--- src/rtl/sfp_pkg.sv ---
package sfp_pkg;
  typedef enum logic [2:0] {
    A_TX_CTRL = 3'd0,
    A_RX_CTRL = 3'd1,
    A_STATUS  = 3'd2,
    A_TX_DATA = 3'd3,
    A_RX_DATA = 3'd4
  } sfp_addr_e;

  localparam int CTRL_EN_BIT  = 0;
  localparam int CTRL_FL_BIT  = 1;
  localparam int CTRL_LVL_LSB = 8;
  localparam int ST_RXF_LSB   = 0;
  localparam int ST_TXF_LSB   = 8;
  localparam int ST_FREE_LSB  = 24;
  localparam int REG_W        = 32;
  localparam int CH_TX        = 0;
  localparam int CH_RX        = 1;
endpackage

--- src/rtl/sfp_fifo.sv ---
module sfp_fifo #(
  parameter int DEPTH  = 16,
  parameter int DATA_W = 8,
  localparam int CNT_W = $clog2(DEPTH + 1)
) (
  input  logic              clk,
  input  logic              rst_n,
  input  logic              clear,
  input  logic              push,
  input  logic [DATA_W-1:0] din,
  input  logic              pop,
  output logic [DATA_W-1:0] dout,
  output logic [CNT_W-1:0]  count,
  output logic              full,
  output logic              empty
);
  localparam int PTR_W = (DEPTH > 1) ? $clog2(DEPTH) : 1;
  localparam logic [PTR_W-1:0] LAST = PTR_W'(DEPTH - 1);

  logic [DATA_W-1:0] mem [DEPTH];
  logic [PTR_W-1:0]  wr_ptr, rd_ptr;
  logic              do_push, do_pop;

  assign full    = (count == CNT_W'(DEPTH));
  assign empty   = (count == '0);
  assign do_push = push && !full && !clear;
  assign do_pop  = pop && !empty && !clear;
  assign dout    = empty ? '0 : mem[rd_ptr];

  always_ff @(posedge clk) begin
    if (do_push) mem[wr_ptr] <= din;
  end

  always_ff @(posedge clk or negedge rst_n) begin
    if (!rst_n) begin
      wr_ptr <= '0;
      rd_ptr <= '0;
      count  <= '0;
    end else if (clear) begin
      wr_ptr <= '0;
      rd_ptr <= '0;
      count  <= '0;
    end else begin
      if (do_push) wr_ptr <= (wr_ptr == LAST) ? '0 : wr_ptr + 1'b1;
      if (do_pop)  rd_ptr <= (rd_ptr == LAST) ? '0 : rd_ptr + 1'b1;
      case ({do_push, do_pop})
        2'b10:   count <= count + 1'b1;
        2'b01:   count <= count - 1'b1;
        default: count <= count;
      endcase
    end
  end

  assert_no_overflow_R7: assert property (@(posedge clk) disable iff (!rst_n)
    count <= CNT_W'(DEPTH));
  assert_full_holds_R7: assert property (@(posedge clk) disable iff (!rst_n)
    (full && push && !pop && !clear) |=> full);
  assert_flush_empties_R8: assert property (@(posedge clk) disable iff (!rst_n)
    clear |=> (count == '0));
endmodule

--- src/rtl/sfp_ctrl.sv ---
module sfp_ctrl
  import sfp_pkg::*;
#(
  parameter int LVL_W = 6
) (
  input  logic             clk,
  input  logic             rst_n,
  input  logic             wr,
  input  logic [REG_W-1:0] wdata,
  output logic             en,
  output logic             flush,
  output logic [LVL_W-1:0] level,
  output logic [REG_W-1:0] word
);
  always_ff @(posedge clk or negedge rst_n) begin
    if (!rst_n) begin
      en    <= 1'b0;
      flush <= 1'b0;
      level <= '0;
    end else if (wr) begin
      en    <= wdata[CTRL_EN_BIT];
      flush <= wdata[CTRL_FL_BIT];
      level <= wdata[CTRL_LVL_LSB +: LVL_W];
    end else begin
      flush <= 1'b0;
    end
  end

  always_comb begin
    word = '0;
    word[CTRL_EN_BIT] = en;
    word[CTRL_FL_BIT] = flush;
    word[CTRL_LVL_LSB +: LVL_W] = level;
  end

  assert_flush_selfclear_R8: assert property (@(posedge clk) disable iff (!rst_n)
    !wr |=> !flush);
endmodule

--- src/rtl/sfp_top.sv ---
module sfp_top
  import sfp_pkg::*;
#(
  parameter int DEPTH  = 16,
  parameter int DATA_W = 8,
  parameter int LVL_W  = 6
) (
  input  logic              clk,
  input  logic              rst_n,
  input  logic              reg_wr,
  input  logic              reg_rd,
  input  logic [2:0]        reg_addr,
  input  logic [31:0]       reg_wdata,
  output logic [31:0]       reg_rdata,
  output logic              tx_out_valid,
  input  logic              tx_out_ready,
  output logic [DATA_W-1:0] tx_out_data,
  input  logic              rx_in_valid,
  input  logic [DATA_W-1:0] rx_in_data,
  output logic              tx_req,
  output logic              rx_req,
  output logic              tx_empty,
  output logic              rx_overrun
);
  localparam int CNT_W = $clog2(DEPTH + 1);

  logic [1:0]             ctrl_wr, ch_en, ch_flush;
  logic [LVL_W-1:0]       ch_level [2];
  logic [REG_W-1:0]       ch_word  [2];
  logic [CNT_W-1:0]       tx_cnt, rx_cnt;
  logic [LVL_W-1:0]       tx_fill, rx_fill, tx_free;
  logic                   tx_full, rx_full, rx_empty, tx_fifo_empty;
  logic                   tx_push, tx_pop, rx_push, rx_pop;
  logic [DATA_W-1:0]      rx_head;
  logic [REG_W-1:0]       status_word;
  logic                   overrun_q;

  for (genvar ch = 0; ch < 2; ch++) begin : g_ctrl
    localparam logic [2:0] MY_ADDR = (ch == CH_TX) ? A_TX_CTRL : A_RX_CTRL;
    assign ctrl_wr[ch] = reg_wr && (reg_addr == MY_ADDR);
    sfp_ctrl #(.LVL_W(LVL_W)) i_ctrl (
      .clk   (clk),
      .rst_n (rst_n),
      .wr    (ctrl_wr[ch]),
      .wdata (reg_wdata),
      .en    (ch_en[ch]),
      .flush (ch_flush[ch]),
      .level (ch_level[ch]),
      .word  (ch_word[ch])
    );
  end

  assign tx_push = reg_wr && (reg_addr == A_TX_DATA) && ch_en[CH_TX];
  assign tx_pop  = tx_out_valid && tx_out_ready;
  assign rx_push = rx_in_valid && ch_en[CH_RX];
  assign rx_pop  = reg_rd && (reg_addr == A_RX_DATA);

  sfp_fifo #(.DEPTH(DEPTH), .DATA_W(DATA_W)) i_tx_fifo (
    .clk   (clk),
    .rst_n (rst_n),
    .clear (ch_flush[CH_TX]),
    .push  (tx_push),
    .din   (reg_wdata[DATA_W-1:0]),
    .pop   (tx_pop),
    .dout  (tx_out_data),
    .count (tx_cnt),
    .full  (tx_full),
    .empty (tx_fifo_empty)
  );

  sfp_fifo #(.DEPTH(DEPTH), .DATA_W(DATA_W)) i_rx_fifo (
    .clk   (clk),
    .rst_n (rst_n),
    .clear (ch_flush[CH_RX]),
    .push  (rx_push),
    .din   (rx_in_data),
    .pop   (rx_pop),
    .dout  (rx_head),
    .count (rx_cnt),
    .full  (rx_full),
    .empty (rx_empty)
  );

  assign tx_fill      = LVL_W'(tx_cnt);
  assign rx_fill      = LVL_W'(rx_cnt);
  assign tx_free      = LVL_W'(DEPTH) - tx_fill;
  assign tx_empty     = tx_fifo_empty;
  assign tx_out_valid = ch_en[CH_TX] && !tx_fifo_empty;
  assign tx_req       = ch_en[CH_TX] && (tx_fill <= ch_level[CH_TX]);
  assign rx_req       = ch_en[CH_RX] && (rx_fill >= ch_level[CH_RX]);

  always_comb begin
    status_word = '0;
    status_word[ST_RXF_LSB  +: LVL_W] = rx_fill;
    status_word[ST_TXF_LSB  +: LVL_W] = tx_fill;
    status_word[ST_FREE_LSB +: LVL_W] = tx_free;
  end

  always_comb begin
    case (reg_addr)
      A_TX_CTRL: reg_rdata = ch_word[CH_TX];
      A_RX_CTRL: reg_rdata = ch_word[CH_RX];
      A_STATUS:  reg_rdata = status_word;
      A_RX_DATA: reg_rdata = 32'(rx_head);
      default:   reg_rdata = '0;
    endcase
  end

  always_ff @(posedge clk or negedge rst_n) begin
    if (!rst_n) overrun_q <= 1'b0;
    else        overrun_q <= rx_push && rx_full;
  end
  assign rx_overrun = overrun_q;

  assert_hold_stable_R5: assert property (@(posedge clk) disable iff (!rst_n)
    (tx_out_valid && !tx_out_ready && !ctrl_wr[CH_TX] && !ch_flush[CH_TX])
      |=> (tx_out_valid && $stable(tx_out_data)));
  assert_overrun_cause_R7: assert property (@(posedge clk) disable iff (!rst_n)
    rx_overrun |-> $past(rx_full));
  assert_free_sum_R3: assert property (@(posedge clk) disable iff (!rst_n)
    (32'(tx_free) + 32'(tx_fill)) == 32'(DEPTH));
  assert_rx_empty_read_R6: assert property (@(posedge clk) disable iff (!rst_n)
    (rx_pop && rx_empty && !rx_push) |=> (rx_cnt == '0));
endmodule

--- config.mk ---
export PLATFORM = sky130hd
export DESIGN_NAME = sfp_top
export DESIGN_NICKNAME = d
export VERILOG_FILES = /design/src/rtl/sfp_pkg.sv /design/src/rtl/sfp_fifo.sv /design/src/rtl/sfp_ctrl.sv /design/src/rtl/sfp_top.sv
export SDC_FILE = /design/constraint.sdc
export NUM_CORES = 1
export LEC_CHECK = 0
export ABC_AREA = 1
export CORE_ASPECT_RATIO = 2
export CORE_UTILIZATION = 38
export CTS_BUF_LIST = sky130_fd_sc_hd__clkbuf_2
export DETAILED_ROUTE_END_ITERATION = 6
export DONT_BUFFER_PORTS = 1
export GPL_TIMING_DRIVEN = 0
export PLACE_DENSITY_LB_ADDON = 0.12
export SLEW_MARGIN = 20
export SYNTH_ARGS = -nofsm -noshare
export SYNTH_HDL_FRONTEND = slang
export SYNTH_SLANG_ARGS = --single-unit
--- constraint.sdc ---
create_clock -name clk -period 2.82 [get_ports clk]
set_clock_uncertainty 0.2 [all_clocks]
set_input_delay 0 -clock clk [delete_from_list [all_inputs] [get_ports clk]]
set_output_delay 0 -clock clk [all_outputs]
set_load 0.01 [all_outputs]
### Yosys cells after proc, flatten, opt, wreduce, memory -nomap -nowiden

Memories as Yosys holds them, arrays and structs flattened.
Index checks and enable logic that the tools add are counted.

| storage, ports and cells | value |
|---|---|
| bits in registers | 43 |
| bits in latches | 0 |
| memory bits (writable) | 256 |
| bits in read-only memories | 0 |
| output and inout bits | 45 |
| memories kept | 2 |

Memories:

| memory | depth | width | read ports | clocked after Yosys merged registers in | wr ports | RTL line | source |
|---|---|---|---|---|---|---|---|
| i_rx_fifo.mem | 16 | 8 | 1 | 0 | 1 | sfp_fifo.sv:20 | `logic [DATA_W-1:0] mem [DEPTH];` |
| i_tx_fifo.mem | 16 | 8 | 1 | 0 | 1 | sfp_fifo.sv:20 |  |

| cells by class | value |
|---|---|
| $add $sub $neg | 9 |
| multiply operators | 0 |
| divide/modulo/power cells | 0 |
| magnitude comparators | 2 |
| equal/unequal tests | 14 |
| shift operators | 0 |
| muxes and demuxes | 25 |
| bitwise gates (word level) | 0 |
| reductions and logical operators | 34 |

Operators by type and width:

| cell | count |
|---|---|
| one-hot mux 30 bit (4 select lines) | 1 |
| 2-to-1 mux 4 bit | 12 |
| one-hot mux 5 bit (2 select lines) | 2 |
| logical AND 1 bit | 19 |
| adder 4 x 1 -> 4 bit, second input constant | 4 |
| == test 4 bit, second input constant | 4 |
| 2-to-1 mux 8 bit | 2 |
| adder 5 x 1 -> 5 bit, second input constant | 2 |
| == test 5 bit, second input constant | 2 |
| zero test 5 bit | 2 |
| 2-to-1 mux 5 bit | 2 |
| subtractor 5 x 1 -> 5 bit, second input constant | 2 |
| nonzero test 2 bit | 4 |
| == test 3 x 2 -> 1 bit, second input constant | 2 |
| >= comparator 5 x 6 -> 1 bit | 1 |
| less-or-equal comparator 5 x 6 -> 1 bit | 1 |
| zero test 1 bit | 6 |
| 2-to-1 mux 1 bit | 6 |
| nonzero test 3 bit | 2 |
| subtractor 5 x 5 -> 6 bit, first input constant | 1 |
| == test 2 x 1 -> 1 bit, second input constant | 2 |
| == test 2 bit, second input constant | 2 |
| == test 3 x 1 -> 1 bit, second input constant | 1 |
| == test 3 bit, second input constant | 1 |
| zero test 3 bit | 1 |

### Logic depth before layout (Yosys ltp)

| depth | value |
|---|---|
| depth in word-level cells | 9 |
| depth in mapped cells | 19 |
| mapped depth without buffers | 18 |

### Cells and area by module

From an unflattened synthesis, not the netlist that was laid out.

| second synthesis, totals | value |
|---|---|
| cells, all modules | 1,273 |
| area total of the unflattened synthesis | 14,003.4 sq um |

By module, submodules not included:

| module | instances | cells each | area an instance (sq um) |
|---|---|---|---|
| sfp_fifo (i_rx_fifo) | 1 | 478 | 5,948.2 |
| sfp_fifo (i_tx_fifo) | 1 | 477 | 5,948.2 |
| sfp_ctrl | 2 | 66 | 545.5 |
| sfp_top | 1 | 186 | 1,016.0 |

### Worst setup path after synthesis

OpenSTA, ideal clock, no wires.

| path | value |
|---|---|
| path type | register to register |
| start point | register i_tx_fifo.count[0] |
| end point | register i_tx_fifo.count[4] |
| library setup time | 116 ps |
| arrival time | 2,581 ps |
| required time | 2,504 ps |
| slack | -78 ps |
| stages on the path, launching flop included | 18 |
| cells stage by stage | dfrtp_1 -> inv_1 -> ha_1 -> nand2_1 -> nor2_1 -> ha_1 -> buf_6 -> nor2_4 -> nand2_2 -> nor2_4 -> nand2_2 -> fa_1 -> nand3b_1 -> nand3_1 -> nand2_1 -> xnor2_1 -> nand2_1 -> nand2_1 |

| on the way | value |
|---|---|
| cells in the longest elaborated chain, start to end | 9 |
| elaborated cells between the ends (all ways) | 17 |

Ends and longest elaborated chain:

| item | RTL line | source |
|---|---|---|
| start, declared | sfp_fifo.sv:13 | `output logic [CNT_W-1:0] count,` |
| start signal, assigned | sfp_fifo.sv:47 | `2'b10: count <= count + 1'b1;` |
| start signal, assigned | sfp_fifo.sv:48 | `2'b01: count <= count - 1'b1;` |
| start signal, assigned | sfp_fifo.sv:49 | `default: count <= count;` |
| zero test 5 bit (*) | sfp_fifo.sv:25 | `assign empty = (count == '0);` |
| net tx_empty | sfp_top.sv:22 | `output logic tx_empty,` |
| zero test 1 bit (*) | sfp_top.sv:88 | `assign tx_out_valid = ch_en[CH_TX] && !tx_fifo_empty;` |
| logical AND 1 bit (*) | sfp_top.sv:88 |  |
| net tx_out_valid | sfp_top.sv:15 | `output logic tx_out_valid,` |
| logical AND 1 bit (*) | sfp_top.sv:54 | `assign tx_pop = tx_out_valid && tx_out_ready;` |
| logical AND 1 bit (*) (2 in series) | sfp_fifo.sv:27 | `assign do_pop = pop && !empty && !clear;` |
| == test 2 x 1 -> 1 bit / == test 2 bit (equally long branches) | sfp_fifo.sv:46 | `case ({do_push, do_pop})` |
| one-hot mux 5 bit (2 select lines) | sfp_fifo.sv:46 |  |
| 2-to-1 mux 5 bit | sfp_fifo.sv:39 | `end else if (clear) begin` |

The timed path passes the listed nets; every way through them passes the cells marked *.
A chain may end at the register's enable or synchronous reset.

### Final worst setup path

| path | value |
|---|---|
| start point | register i_tx_fifo.rd_ptr[0] |
| end point | output port tx_out_data[7] |

| on the way | value |
|---|---|
| cells in the longest elaborated chain, start to end | 2 |

Ends and longest elaborated chain:

| item | RTL line | source |
|---|---|---|
| start, declared | sfp_fifo.sv:21 | `logic [PTR_W-1:0] wr_ptr, rd_ptr;` |
| start signal, assigned | sfp_fifo.sv:45 | `if (do_pop) rd_ptr <= (rd_ptr == LAST) ? '0 : rd_ptr + 1'b1;` |
| memory read (16 x 8 bit) | - |  |
| 2-to-1 mux 8 bit | sfp_fifo.sv:28 | `assign dout = empty ? '0 : mem[rd_ptr];` |
| end, declared | sfp_top.sv:17 | `output logic [DATA_W-1:0] tx_out_data,` |

Every way passes these cells.

==> metrics.txt <==
# TYPE chip_impl_metric gauge
chip_impl_metric{name="multi_input_area",unit="um^2"} 4456
chip_impl_info{name="critical_path.startpoint",value="i_tx_fifo.rd_ptr[0]"} 1
chip_impl_metric{name="cts_made_buffers",unit=""} 71
chip_impl_info{name="path_cells",value="buf_12 > buf_8 > buf_4 > o21ai_0 > o211ai_1 > nand3_2 > a21oi_4"} 1
chip_impl_metric{name="timing.critical_path.required",unit="ns"} 2.62
chip_impl_metric{name="coreArea",unit="um^2"} 34350
chip_impl_metric{name="die_ht",unit="um"} 266.5
chip_impl_info{name="synth_flop_type",value="sky130_fd_sc_hd__edfxtp_1"} 1
chip_impl_info{name="worst_r2r_endpoint",value="i_tx_fifo.count[4]"} 1
chip_impl_metric{name="cp_num_cells",unit=""} 7
chip_impl_info{name="ctsRootBufferMaster",value="sky130_fd_sc_hd__clkbuf_2"} 1
chip_impl_metric{name="worst-path-buf-inv",unit=""} 3
chip_impl_metric{name="ant_nets",unit=""} 0
chip_impl_metric{name="row_count",unit=""} 96
chip_impl_metric{name="grt_antenna_before_repair",unit=""} 2
chip_impl_metric{name="clkSinkCount",unit=""} 299
chip_impl_metric{name="ff_latch_area",unit="um^2"} 8771
chip_impl_info{name="cell_with_the_most_instances_after_synthesis",value="sky130_fd_sc_hd__edfxtp_1"} 1
chip_impl_info{name="criticalPathCategory",value="reg2out"} 1
chip_impl_metric{name="grt_overflow",unit=""} 0
chip_impl_metric{name="placedCellCount",unit=""} 1672
chip_impl_metric{name="drive_above_1_share",unit="%"} 25.44
chip_impl_metric{name="vias_per_cell",unit=""} 5.150
chip_impl_metric{name="global_route.usage.total",unit="%"} 23.84
chip_impl_metric{name="fp.dieArea",unit="um^2"} 35790
chip_impl_metric{name="syn-cell-area",unit="um^2"} 13300
chip_impl_info{name="last_element_of_the_critical_path",value="tx_out_data[7]"} 1
chip_impl_info{name="endpoint_kind",value="primary output"} 1
chip_impl_metric{name="number_of_detailed_routing_iterations_run_before_antenna_repair",unit=""} 5
chip_impl_metric{name="starting_density",unit="%"} 38.70
chip_impl_metric{name="ctsHtreeMaxLevel",unit=""} 3
chip_impl_metric{name="route.vias.total",unit=""} 9955
chip_impl_metric{name="place_worst_setup_slack",unit="ns"} -0.4146
chip_impl_metric{name="worstPathArrival",unit="ns"} 2.58
chip_impl_metric{name="detailed_route_wl",unit="um"} 42400
chip_impl_info{name="grt_setup_unrepaired",value="true"} 1
chip_impl_metric{name="worst_tran_pin_value",unit="ns"} 0.9230
chip_impl_metric{name="reg2reg_slack",unit="ns"} 0.08
chip_impl_metric{name="fillCellCount",unit=""} 3240
chip_impl_metric{name="leakagePower",unit="nW"} 6.414
chip_impl_metric{name="clk_pin_slew_worst_paths",unit="ns"} 0.10
chip_impl_metric{name="post_synth_edffs",unit=""} 256
chip_impl_metric{name="synth-seq-area-share",unit="%"} 65.91
chip_impl_info{name="synth.top_cells.by_area",value="sky130_fd_sc_hd__edfxtp_1 58%, sky130_fd_sc_hd__dfrtp_1 8.1%, sky130_fd_sc_hd__nor2_1 6.5%, sky130_fd_sc_hd__nand2_1 4.8%, sky130_fd_sc_hd__o21ai_0 4.8%"} 1
chip_impl_metric{name="async_reset_ff_share",unit="%"} 14.38
chip_impl_metric{name="timing_max_transition_violations_final",unit=""} 0
chip_impl_info{name="run_status",value="finished clean"} 1
chip_impl_metric{name="report.power.total",unit="mW"} 13.87
chip_impl_metric{name="fmax",unit="GHz"} 0.3594
chip_impl_metric{name="grt_max_degree",unit=""} 44
chip_impl_info{name="crit-reg2reg-launch",value="i_tx_fifo.count[0]"} 1
chip_impl_metric{name="final_nets",unit=""} 1515
chip_impl_metric{name="area_growth_syn_to_layout",unit="%"} 26.29
chip_impl_metric{name="die_width",unit="um"} 134.3
chip_impl_info{name="worst_hold_path_type",value="in2out"} 1
chip_impl_metric{name="hold_slack",unit="ns"} 0.06708
chip_impl_info{name="critical_path.top_delay_family",value="compound AO/OA/AOI/OAI gates"} 1
chip_impl_info{name="crit_path_top_delay_cell",value="sky130_fd_sc_hd__dfrtp_2"} 1
chip_impl_metric{name="setup_violations",unit=""} 0
chip_impl_metric{name="slew-limit-headroom",unit="%"} 38.26
chip_impl_info{name="tritoncts",value="done"} 1
chip_impl_metric{name="yosys.cell_types.count",unit=""} 37
chip_impl_metric{name="timing_hold_violations_final",unit=""} 0
chip_impl_info{name="critical_path.startpoint_type",value="flop"} 1
chip_impl_metric{name="power.ir.vdd_worst",unit="uV"} 470.3
chip_impl_metric{name="vias_in_the_first_global_route",unit=""} 10300
chip_impl_metric{name="worstRegToRegCells",unit=""} 18
chip_impl_metric{name="drc",unit=""} 0
chip_impl_metric{name="floorplan.io_pins",unit=""} 94
chip_impl_metric{name="clkLatencyLatePin",unit="ns"} 0.93
chip_impl_metric{name="drt-initial-drc-count",unit=""} 536
chip_impl_info{name="synthTopCellsByCount",value="256 x sky130_fd_sc_hd__edfxtp_1, 231 x sky130_fd_sc_hd__nor2_1, 171 x sky130_fd_sc_hd__nand2_1"} 1
chip_impl_metric{name="final.setup.tns",unit="ns"} 0
chip_impl_metric{name="post_synth_inst_count",unit=""} 1216
chip_impl_metric{name="synth.avg_cell_area",unit="um^2"} 10.93
chip_impl_metric{name="fin_crit_sh",unit="%"} 98.68
chip_impl_metric{name="synthDominantCellAreaShare",unit="%"} 57.82
chip_impl_metric{name="dpl.hpwl",unit="um"} 28880
chip_impl_metric{name="timing.critical_path.fanout_max",unit=""} 8
chip_impl_metric{name="power_per_cell_area",unit="nW/um^2"} 825.9
chip_impl_metric{name="critical-path-max-stage-delay",unit="ns"} 0.48
chip_impl_metric{name="detail_route.wl_per_cell",unit="um"} 21.94
chip_impl_metric{name="maxCapViolations",unit=""} 0
chip_impl_metric{name="numPortBuffers",unit=""} 0
chip_impl_metric{name="max-clock-path-buffers",unit=""} 3
chip_impl_metric{name="total_of_warnings_raised_by_yosys",unit=""} 0
chip_impl_metric{name="fin_ws",unit="ns"} 0.03736
chip_impl_info{name="synth_top_area_cell",value="sky130_fd_sc_hd__edfxtp_1"} 1
chip_impl_metric{name="gp_congestion",unit=""} 0.8910
chip_impl_metric{name="grt_pass1_wl",unit="um"} 61000
chip_impl_metric{name="fin_crit",unit="ns"} 2.783
chip_impl_metric{name="finalNonFillerCells",unit=""} 1933
chip_impl_metric{name="yosys_register_bits",unit=""} 299
-- kinds of logic (layout without fill, tap and decap cells) --
family                   after synthesis  count (layout)  synth area share [%]
buffers and inverters                142             405                 5.157
flip-flops                           299             299                 65.91
AND/OR/NAND/NOR                      511             511                 15.85
XOR/XNOR                               9               9                0.5928
adder cells (fa/ha/maj)               31              31                 3.030
AO/OA/AOI/OAI                        223             223                 9.430
other                                  1              14               0.02821
-- worst reg2reg max path, stage by stage (launching register included) --
cell and delay (ns):
sky130_fd_sc_hd__dfrtp_2 0.41, sky130_fd_sc_hd__inv_4 0.06, sky130_fd_sc_hd__ha_4 0.16, sky130_fd_sc_hd__nand2_4 0.07, sky130_fd_sc_hd__nor2_4 0.05, sky130_fd_sc_hd__ha_4 0.20, sky130_fd_sc_hd__buf_12 0.12, sky130_fd_sc_hd__nor2_4 0.16
sky130_fd_sc_hd__nand2_4 0.09, sky130_fd_sc_hd__nor2_4 0.14, sky130_fd_sc_hd__nand2_4 0.08, sky130_fd_sc_hd__fa_2 0.35, sky130_fd_sc_hd__nand3b_1 0.18, sky130_fd_sc_hd__nand2_1 0.07, sky130_fd_sc_hd__nand2_1 0.04, sky130_fd_sc_hd__nand2_1 0.08
sky130_fd_sc_hd__xnor2_1 0.11, sky130_fd_sc_hd__nand2_1 0.06, sky130_fd_sc_hd__nand2_1 0.05
-- through the flow --
step,utilization [%],instance area (um^2)
finish,48.88,16790
global route,48.88,16790
CTS,47.06,16170
detailed placement,40.61,13950
global placement,40.45,13900
floorplan,-,13350
-- registers in the layout (all words and copies together), names as in the netlist, 2 cells and up --
signal and count:
i_rx_fifo.wr_ptr 4, i_rx_fifo.mem 128, g_ctrl.i_ctrl.en 2, i_rx_fifo.rd_ptr 4, i_tx_fifo.wr_ptr 4, i_rx_fifo.count 5
g_ctrl.i_ctrl.flush 2, i_tx_fifo.mem 128, g_ctrl.i_ctrl.level 12, i_tx_fifo.count 5, i_tx_fifo.rd_ptr 4
-- layout make-up --
class                   count  share of cell area (%)
plain buffers              62                   3.547
clock inverters            23                  0.5663
inverters                  79                   1.952
repair buffers            136                   8.718
well taps                 441                   3.286
diodes                      2                 0.02981
clock buffers             105                   3.130
multi-input cells         786                   26.54
flip-flops and latches    299                   52.24
-- where the power goes --
part	total (mW)	internal (mW)	switching, mW
Sequential	5.31	5.03	0.274
Combinational	5.78	2.25	3.53
Clock	2.78	1.00	1.78
Total	13.9	8.28	5.58
-- how the worst min path moves through the flow --
stage,start,endpoint,slack [ns],cells past startpoint
after detailed placement,rst_n,i_tx_fifo.count[0],-0.49,0
after floorplan,rst_n,g_ctrl[0].i_ctrl.en,-0.50,0
after CTS,reg_addr[0],g_ctrl[1].i_ctrl.level[4],0.008,6
after global placement,rst_n,i_tx_fifo.count[0],-0.49,0
after global routing,reg_addr[0],reg_rdata[25],0.09,3
final,reg_addr[0],reg_rdata[25],0.07,3
-- layer usage --
metal | up-vias | global-route usage (%) | routed length, um
met4 | 0 | 16.25 | 2583
met5 | - | 0 | 0
li1 | 4696 | - | -
met2 | 312 | 48.44 | 25090
met3 | 130 | 4.406 | 1629
met1 | 4817 | 19.88 | 13100
-- what timing repair did --
item,in CTS,in global routing
setup endpoints to repair,154,181
endpoints found under the hold margin,581,0
hold buffers,77,0
pin swaps,33,46
gates cloned,1,3
gates resized for setup,187,77
setup buffers,26,25
-- cell usage in the layout, fill, tap and decap left out, drive strengths merged --
master and n:
dlygate4sd3 75, clkbuf 116, dfrtp 43, o211ai 37, o221ai 4, buf 112
o31ai 1, fa 2, a221o 1, ha 29, nor3 9, inv 78
xnor2 5, xor2 4, clkinv 24, diode 2, o22ai 7, a41oi 1
nand3b 6, conb 12, nor2 236, a221oi 1, nand3 80, edfxtp 256
o21ai 145, a21oi 25, nand2 180, o21bai 1
Power figures use the tool's default switching activity.
